--- config.mk ---
export PLATFORM = sky130hd
export DESIGN_NAME = bus_fault_watch
export DESIGN_NICKNAME = d
export VERILOG_FILES = /design/src/rtl/bfw_pkg.sv /design/src/rtl/bus_phase_track.sv /design/src/rtl/fault_counter.sv /design/src/rtl/fault_action.sv /design/src/rtl/bus_fault_watch.sv
export SDC_FILE = /design/constraint.sdc
export NUM_CORES = 1
export LEC_CHECK = 0
export ABC_AREA = 0
export BUFFER_PORTS_ARGS = -buffer_cell sky130_fd_sc_hd__buf_4
export CAP_MARGIN = 20
export CORE_ASPECT_RATIO = 0.75
export CORE_MARGIN = 2
export CORE_UTILIZATION = 50
export DETAILED_ROUTE_END_ITERATION = 8
export PLACE_DENSITY = 0.73
export SYNTH_ARGS = -nofsm -noshare
export SYNTH_HDL_FRONTEND = slang
export SYNTH_HIERARCHICAL = 1
export SYNTH_SLANG_ARGS = --single-unit
--- constraint.sdc ---
create_clock -name clk -period 8 [get_ports clk]
set_clock_uncertainty 0.2 [all_clocks]
set_input_delay 0.8 -clock clk [delete_from_list [all_inputs] [get_ports clk]]
set_output_delay 0.8 -clock clk [all_outputs]
set_load 0.02 [all_outputs]
--- src/rtl/bfw_pkg.sv ---
package bfw_pkg;
  localparam int NEV = 4;

  localparam int EV_GIDLE = 0;
  localparam int EV_SWAIT = 1;
  localparam int EV_ERR   = 2;
  localparam int EV_BURST = 3;

  typedef enum logic [1:0] {
    TR_IDLE   = 2'b00,
    TR_BUSY   = 2'b01,
    TR_NONSEQ = 2'b10,
    TR_SEQ    = 2'b11
  } trans_e;

  typedef enum logic [1:0] {
    ACT_LOG  = 2'b00,
    ACT_IRQ  = 2'b01,
    ACT_RST  = 2'b10,
    ACT_RSTX = 2'b11
  } react_e;
endpackage

--- src/rtl/bus_phase_track.sv ---
module bus_phase_track #(
  parameter int GW = 4
) (
  input  logic          clk,
  input  logic          rst_n,
  input  logic [GW-1:0] grant_id,
  input  logic [1:0]    htrans,
  input  logic          hready,
  output logic          gi_tick,
  output logic          gi_clr,
  output logic          sw_tick,
  output logic          sw_clr,
  output logic          bl_tick,
  output logic          bl_clr
);
  import bfw_pkg::*;

  logic [GW-1:0] grant_q, grant_d;
  logic          armed_q, armed_d;
  logic          dph_q, dph_d;
  logic          idle, grant_chg, wait_cyc;

  always_comb begin
    idle      = (htrans == TR_IDLE);
    grant_chg = (grant_id != grant_q);
    wait_cyc  = dph_q & ~hready;

    gi_tick = idle & (armed_q | grant_chg);
    gi_clr  = grant_chg | ~idle;
    sw_tick = wait_cyc;
    sw_clr  = ~wait_cyc;
    bl_tick = hready & htrans[1];
    bl_clr  = hready & (htrans == TR_NONSEQ);

    grant_d = grant_id;
    if (!idle)          armed_d = 1'b0;
    else if (grant_chg) armed_d = 1'b1;
    else                armed_d = armed_q;
    dph_d = hready ? htrans[1] : dph_q;
  end

  always_ff @(posedge clk or negedge rst_n) begin
    if (!rst_n) begin
      grant_q <= '0;
      armed_q <= 1'b0;
      dph_q   <= 1'b0;
    end else begin
      grant_q <= grant_d;
      armed_q <= armed_d;
      dph_q   <= dph_d;
    end
  end
endmodule

--- src/rtl/fault_counter.sv ---
module fault_counter #(
  parameter int W = 8
) (
  input  logic         clk,
  input  logic         rst_n,
  input  logic         tick,
  input  logic         clr,
  input  logic [W-1:0] limit,
  output logic         fire
);
  localparam int CW = W + 1;

  logic [CW-1:0] cnt_q, cnt_d, base, cnt_now, target;

  always_comb begin
    base    = clr ? '0 : cnt_q;
    cnt_now = (&base) ? base : base + CW'(1);
    target  = {1'b0, limit} + CW'(1);
    fire    = tick & (cnt_now == target);
    if (tick)     cnt_d = cnt_now;
    else if (clr) cnt_d = '0;
    else          cnt_d = cnt_q;
  end

  always_ff @(posedge clk or negedge rst_n) begin
    if (!rst_n) cnt_q <= '0;
    else        cnt_q <= cnt_d;
  end
endmodule

--- src/rtl/fault_action.sv ---
module fault_action #(
  parameter int N = 4
) (
  input  logic           clk,
  input  logic           rst_n,
  input  logic [N-1:0]   ev,
  input  logic [2*N-1:0] act_cfg,
  input  logic [N-1:0]   irq_en,
  input  logic           clr_we,
  input  logic [N-1:0]   clr_mask,
  output logic [N-1:0]   status,
  output logic           irq,
  output logic           reset_req
);
  import bfw_pkg::*;

  logic [N-1:0] status_q, status_d, is_irq, is_rst;
  logic         rreq_q, rreq_d;

  for (genvar i = 0; i < N; i++) begin : g_ev
    logic [1:0] act_i;
    assign act_i       = act_cfg[2*i +: 2];
    assign is_irq[i]   = (act_i == ACT_IRQ);
    assign is_rst[i]   = act_i[1];
    assign status_d[i] = ev[i] | (status_q[i] & ~(clr_we & clr_mask[i]));
  end

  always_comb begin
    rreq_d = (|(ev & is_rst)) & ~rreq_q;
  end

  always_ff @(posedge clk or negedge rst_n) begin
    if (!rst_n) begin
      status_q <= '0;
      rreq_q   <= 1'b0;
    end else begin
      status_q <= status_d;
      rreq_q   <= rreq_d;
    end
  end

  assign status    = status_q;
  assign irq       = |(status_q & irq_en & is_irq);
  assign reset_req = rreq_q;
endmodule

--- src/rtl/bus_fault_watch.sv ---
module bus_fault_watch #(
  parameter int GW = 4,
  parameter int TW = 8,
  parameter int BW = 5
) (
  input  logic                     clk,
  input  logic                     rst_n,
  input  logic [GW-1:0]            grant_id,
  input  logic [1:0]               htrans,
  input  logic                     hready,
  input  logic                     hresp,
  input  logic [TW-1:0]            idle_limit,
  input  logic [TW-1:0]            wait_limit,
  input  logic [BW-1:0]            burst_limit,
  input  logic [2*bfw_pkg::NEV-1:0] act_cfg,
  input  logic [bfw_pkg::NEV-1:0]   irq_en,
  input  logic                     clr_we,
  input  logic [bfw_pkg::NEV-1:0]   clr_mask,
  output logic [bfw_pkg::NEV-1:0]   status,
  output logic                     irq,
  output logic                     reset_req
);
  import bfw_pkg::*;

  logic gi_tick, gi_clr, sw_tick, sw_clr, bl_tick, bl_clr;
  logic [NEV-1:0] ev;

  bus_phase_track #(.GW(GW)) u_track (
    .clk(clk), .rst_n(rst_n), .grant_id(grant_id), .htrans(htrans),
    .hready(hready), .gi_tick(gi_tick), .gi_clr(gi_clr),
    .sw_tick(sw_tick), .sw_clr(sw_clr), .bl_tick(bl_tick), .bl_clr(bl_clr)
  );

  fault_counter #(.W(TW)) u_gidle (
    .clk(clk), .rst_n(rst_n), .tick(gi_tick), .clr(gi_clr),
    .limit(idle_limit), .fire(ev[EV_GIDLE])
  );

  fault_counter #(.W(TW)) u_swait (
    .clk(clk), .rst_n(rst_n), .tick(sw_tick), .clr(sw_clr),
    .limit(wait_limit), .fire(ev[EV_SWAIT])
  );

  fault_counter #(.W(BW)) u_burst (
    .clk(clk), .rst_n(rst_n), .tick(bl_tick), .clr(bl_clr),
    .limit(burst_limit), .fire(ev[EV_BURST])
  );

  assign ev[EV_ERR] = hready & hresp;

  fault_action #(.N(NEV)) u_act (
    .clk(clk), .rst_n(rst_n), .ev(ev), .act_cfg(act_cfg), .irq_en(irq_en),
    .clr_we(clr_we), .clr_mask(clr_mask), .status(status), .irq(irq),
    .reset_req(reset_req)
  );
endmodule

==> metrics <==
clk buf depth 2; vias 2759; drt total wl 6780 microns; final setup fails 0; total gr overflow 0; drt pass-1 iters 5; number of synthesized flops with an enable pin 0; Synth async-reset ratio 100%; worst skew pair latency 0.29 ns; Antenna Cells 0; WP data arrival 4.41 ns; CTS tree yes; Setup crit end kind flip-flop; DR DRC count 0; hold_buf cts 0; Nets 444; Routed WL per cell 14.4 microns; TNS Setup 0 ns; Peak VDD IR 70.2 uV; Area Overhead vs Synth 15.9%; Slew Limit Fails 0; flop and latch count out of synthesis 35; Post-CTS Setup Repair Bufs 0; Netlist cell types 57; unrepaired setup endpoints after global routing false; Num Clock Sinks 35; largest net degree at the start of global routing 36; Syn Area/Cell 8.74 sq um; CP Data Required Time 8.02 ns; H-tree levels 2; Post-DP HPWL 5200 microns; Routed Antenna Nets 0; Crit Path Max Fanout 18; startpoint types input pin; TritonCTS buffer count 5; # resized after CTS 0; Tcrit/Tclk final 54.9%; drt first-iter violations 212; I/O Pins 54; die height 71.0 microns; Max-slew headroom 55.8%; global-route wire length before repair 11200 microns; Min Clock Period, post-route 4.39 ns; core area 0.00580 sq mm; Net Count, Synth 396; outcome completed; Clock transition at path regs 0.07 ns; GRT Resource Usage Total 21.0%; die width 93.4 microns; Vias/cell 5.87; GPL Wtd Cong 0.849; Power Dens Cells 123 mW/mm^2; commonest non-fill, non-tap cell in the layout buf_4; Seq/Total Area, Yosys 29.2%; Final Core Density 60.0%; commonest non-fill, non-tap cells in the layout buf_4, dfrtp_1, nand2_1; layout cell share with drive strength beyond 1 22.7%; Syn Inst Count 343; final hold violations 0; Starting Density 51.7%; hold crit path type flip-flop to flip-flop; synthesized area 0.00300 sq mm; kind of critical path input pin to flip-flop; PortBufs 53; Hold WS 0.250 ns; number of global-route vias before repair 2439; fmax 0.228 GHz; max-cap violation count 0; P_leak 1.54 nW; Worst Tran Pin Value 0.663 ns; Yosys Warn Count 6; Die ar. 0.00663 sq mm; most used flip-flop cell after synthesis dfrtp_1; number of placement rows 24; Final Power 428 uW; initial antenna violation count 0; Root Driver clkbuf_8
-- report_power, final --
part | switching, mW | leakage [nW] | internal (mW) | total [mW]
Sequential | 0.0163 | 0.465 | 0.187 | 0.203
Combinational | 0.0516 | 1.03 | 0.0498 | 0.101
Clock | 0.0622 | 0.0422 | 0.0610 | 0.123
-- layout make-up --
class / count / area (sq um)
clock buffer: 7 / 76.3
clock inverter: 1 / 5.00
fill: 502 / 2320
inverter: 8 / 30.0
multi-input combinational: 287 / 1980
sequential: 35 / 876
tap: 78 / 97.6
timing repair buffer: 54 / 405
-- logic make-up (layout without fill, tap and decap cells) --
group           Yosys count  count (layout)  synth area share (%)
compound gates           87              87                  20.3
xor+xnor                 43              43                  12.6
fa+ha+maj                 5               5                  2.09
buf+inv                  21              70                  4.55
flops                    35              35                  29.2
mux                       7               7                  2.34
simple gates            145             145                  28.9
-- path summary, 6_finish.rpt --
kind / to / cells past startpoint / slack, ns / start
worst max register to register: u_act/reset_req / 13 / 3.84 / u_track/grant_q[1]
worst min-delay path: u_act/reset_req / 1 / 0.25 / u_act/reset_req
worst max-delay path: u_act/reset_req / 14 / 3.61 / grant_id[1]
max in group asynchronous: u_gidle/cnt_q[1] / 1 / 7.03 / rst_n
min in group asynchronous: u_swait/cnt_q[1] / 1 / 0.26 / rst_n
worst min register to register: u_act/reset_req / 1 / 0.25 / u_act/reset_req
-- synthesized netlist by cell type, drive strengths merged (3+ instances only) --
library cell,count,area share [%]
nor2b,14,2.9
ha,5,2.1
a31oi,14,2.9
nor3,10,1.7
nand3,20,4.0
a2111oi,3,1.9
nor4,5,2.3
o21ai,19,3.3
a41o,3,1.0
o22ai,3,0.63
nand4b,6,1.8
nand2,30,3.8
xor2,21,6.1
a211oi,4,1.2
nor2,25,3.1
buf,11,3.3
xnor2,22,6.4
nand2b,6,1.4
nand4,10,2.1
a22o,4,1.2
inv,8,1.0
and2,5,1.2
a21oi,19,3.3
dfrtp,35,29
and3,4,0.92
a21o,6,1.5
mux2i,7,2.3
-- worst max-delay path, stage by stage --
cell and delay (ns):
buf_4 0.12, xor2_1 0.14, nor4_2 0.34, nand2_1 0.39, nor2b_1 0.35, ha_1 0.32
nand3_2 0.16, nor4_4 0.53, nor3_1 0.16, xnor2_1 0.21, o21ai_0 0.11, nor4_1 0.47
a22oi_1 0.17, a21oi_1 0.15
-- metal layers --
layer,track usage [%],up-vias,share of wire [%]
met4,6.05,0,0.93
met3,2.98,7,7.8
met1,33.5,1276,49
met2,29.4,123,42
li1,-,1353,-
met5,0,-,0
-- flip-flops by register name, indices dropped and copies added, names as in the netlist --
register and flops:
u_track/armed_q 1, u_gidle/cnt_q 9, u_act/reset_req 1, u_act/status 4
u_track/dph_q 1, u_burst/cnt_q 6, u_swait/cnt_q 9, u_track/grant_q 4
-- metrics by stage --
stage               worst slack, ns  instance area (sq um)  std cells
floorplan                      4.02                   3000        343
global placement               3.53                   3390        462
detailed placement             3.32                   3390        462
CTS                            3.63                   3470        470
global route                   3.24                   3470        470
finish                         3.61                   3470        470
Power figures use the tool's default switching activity.
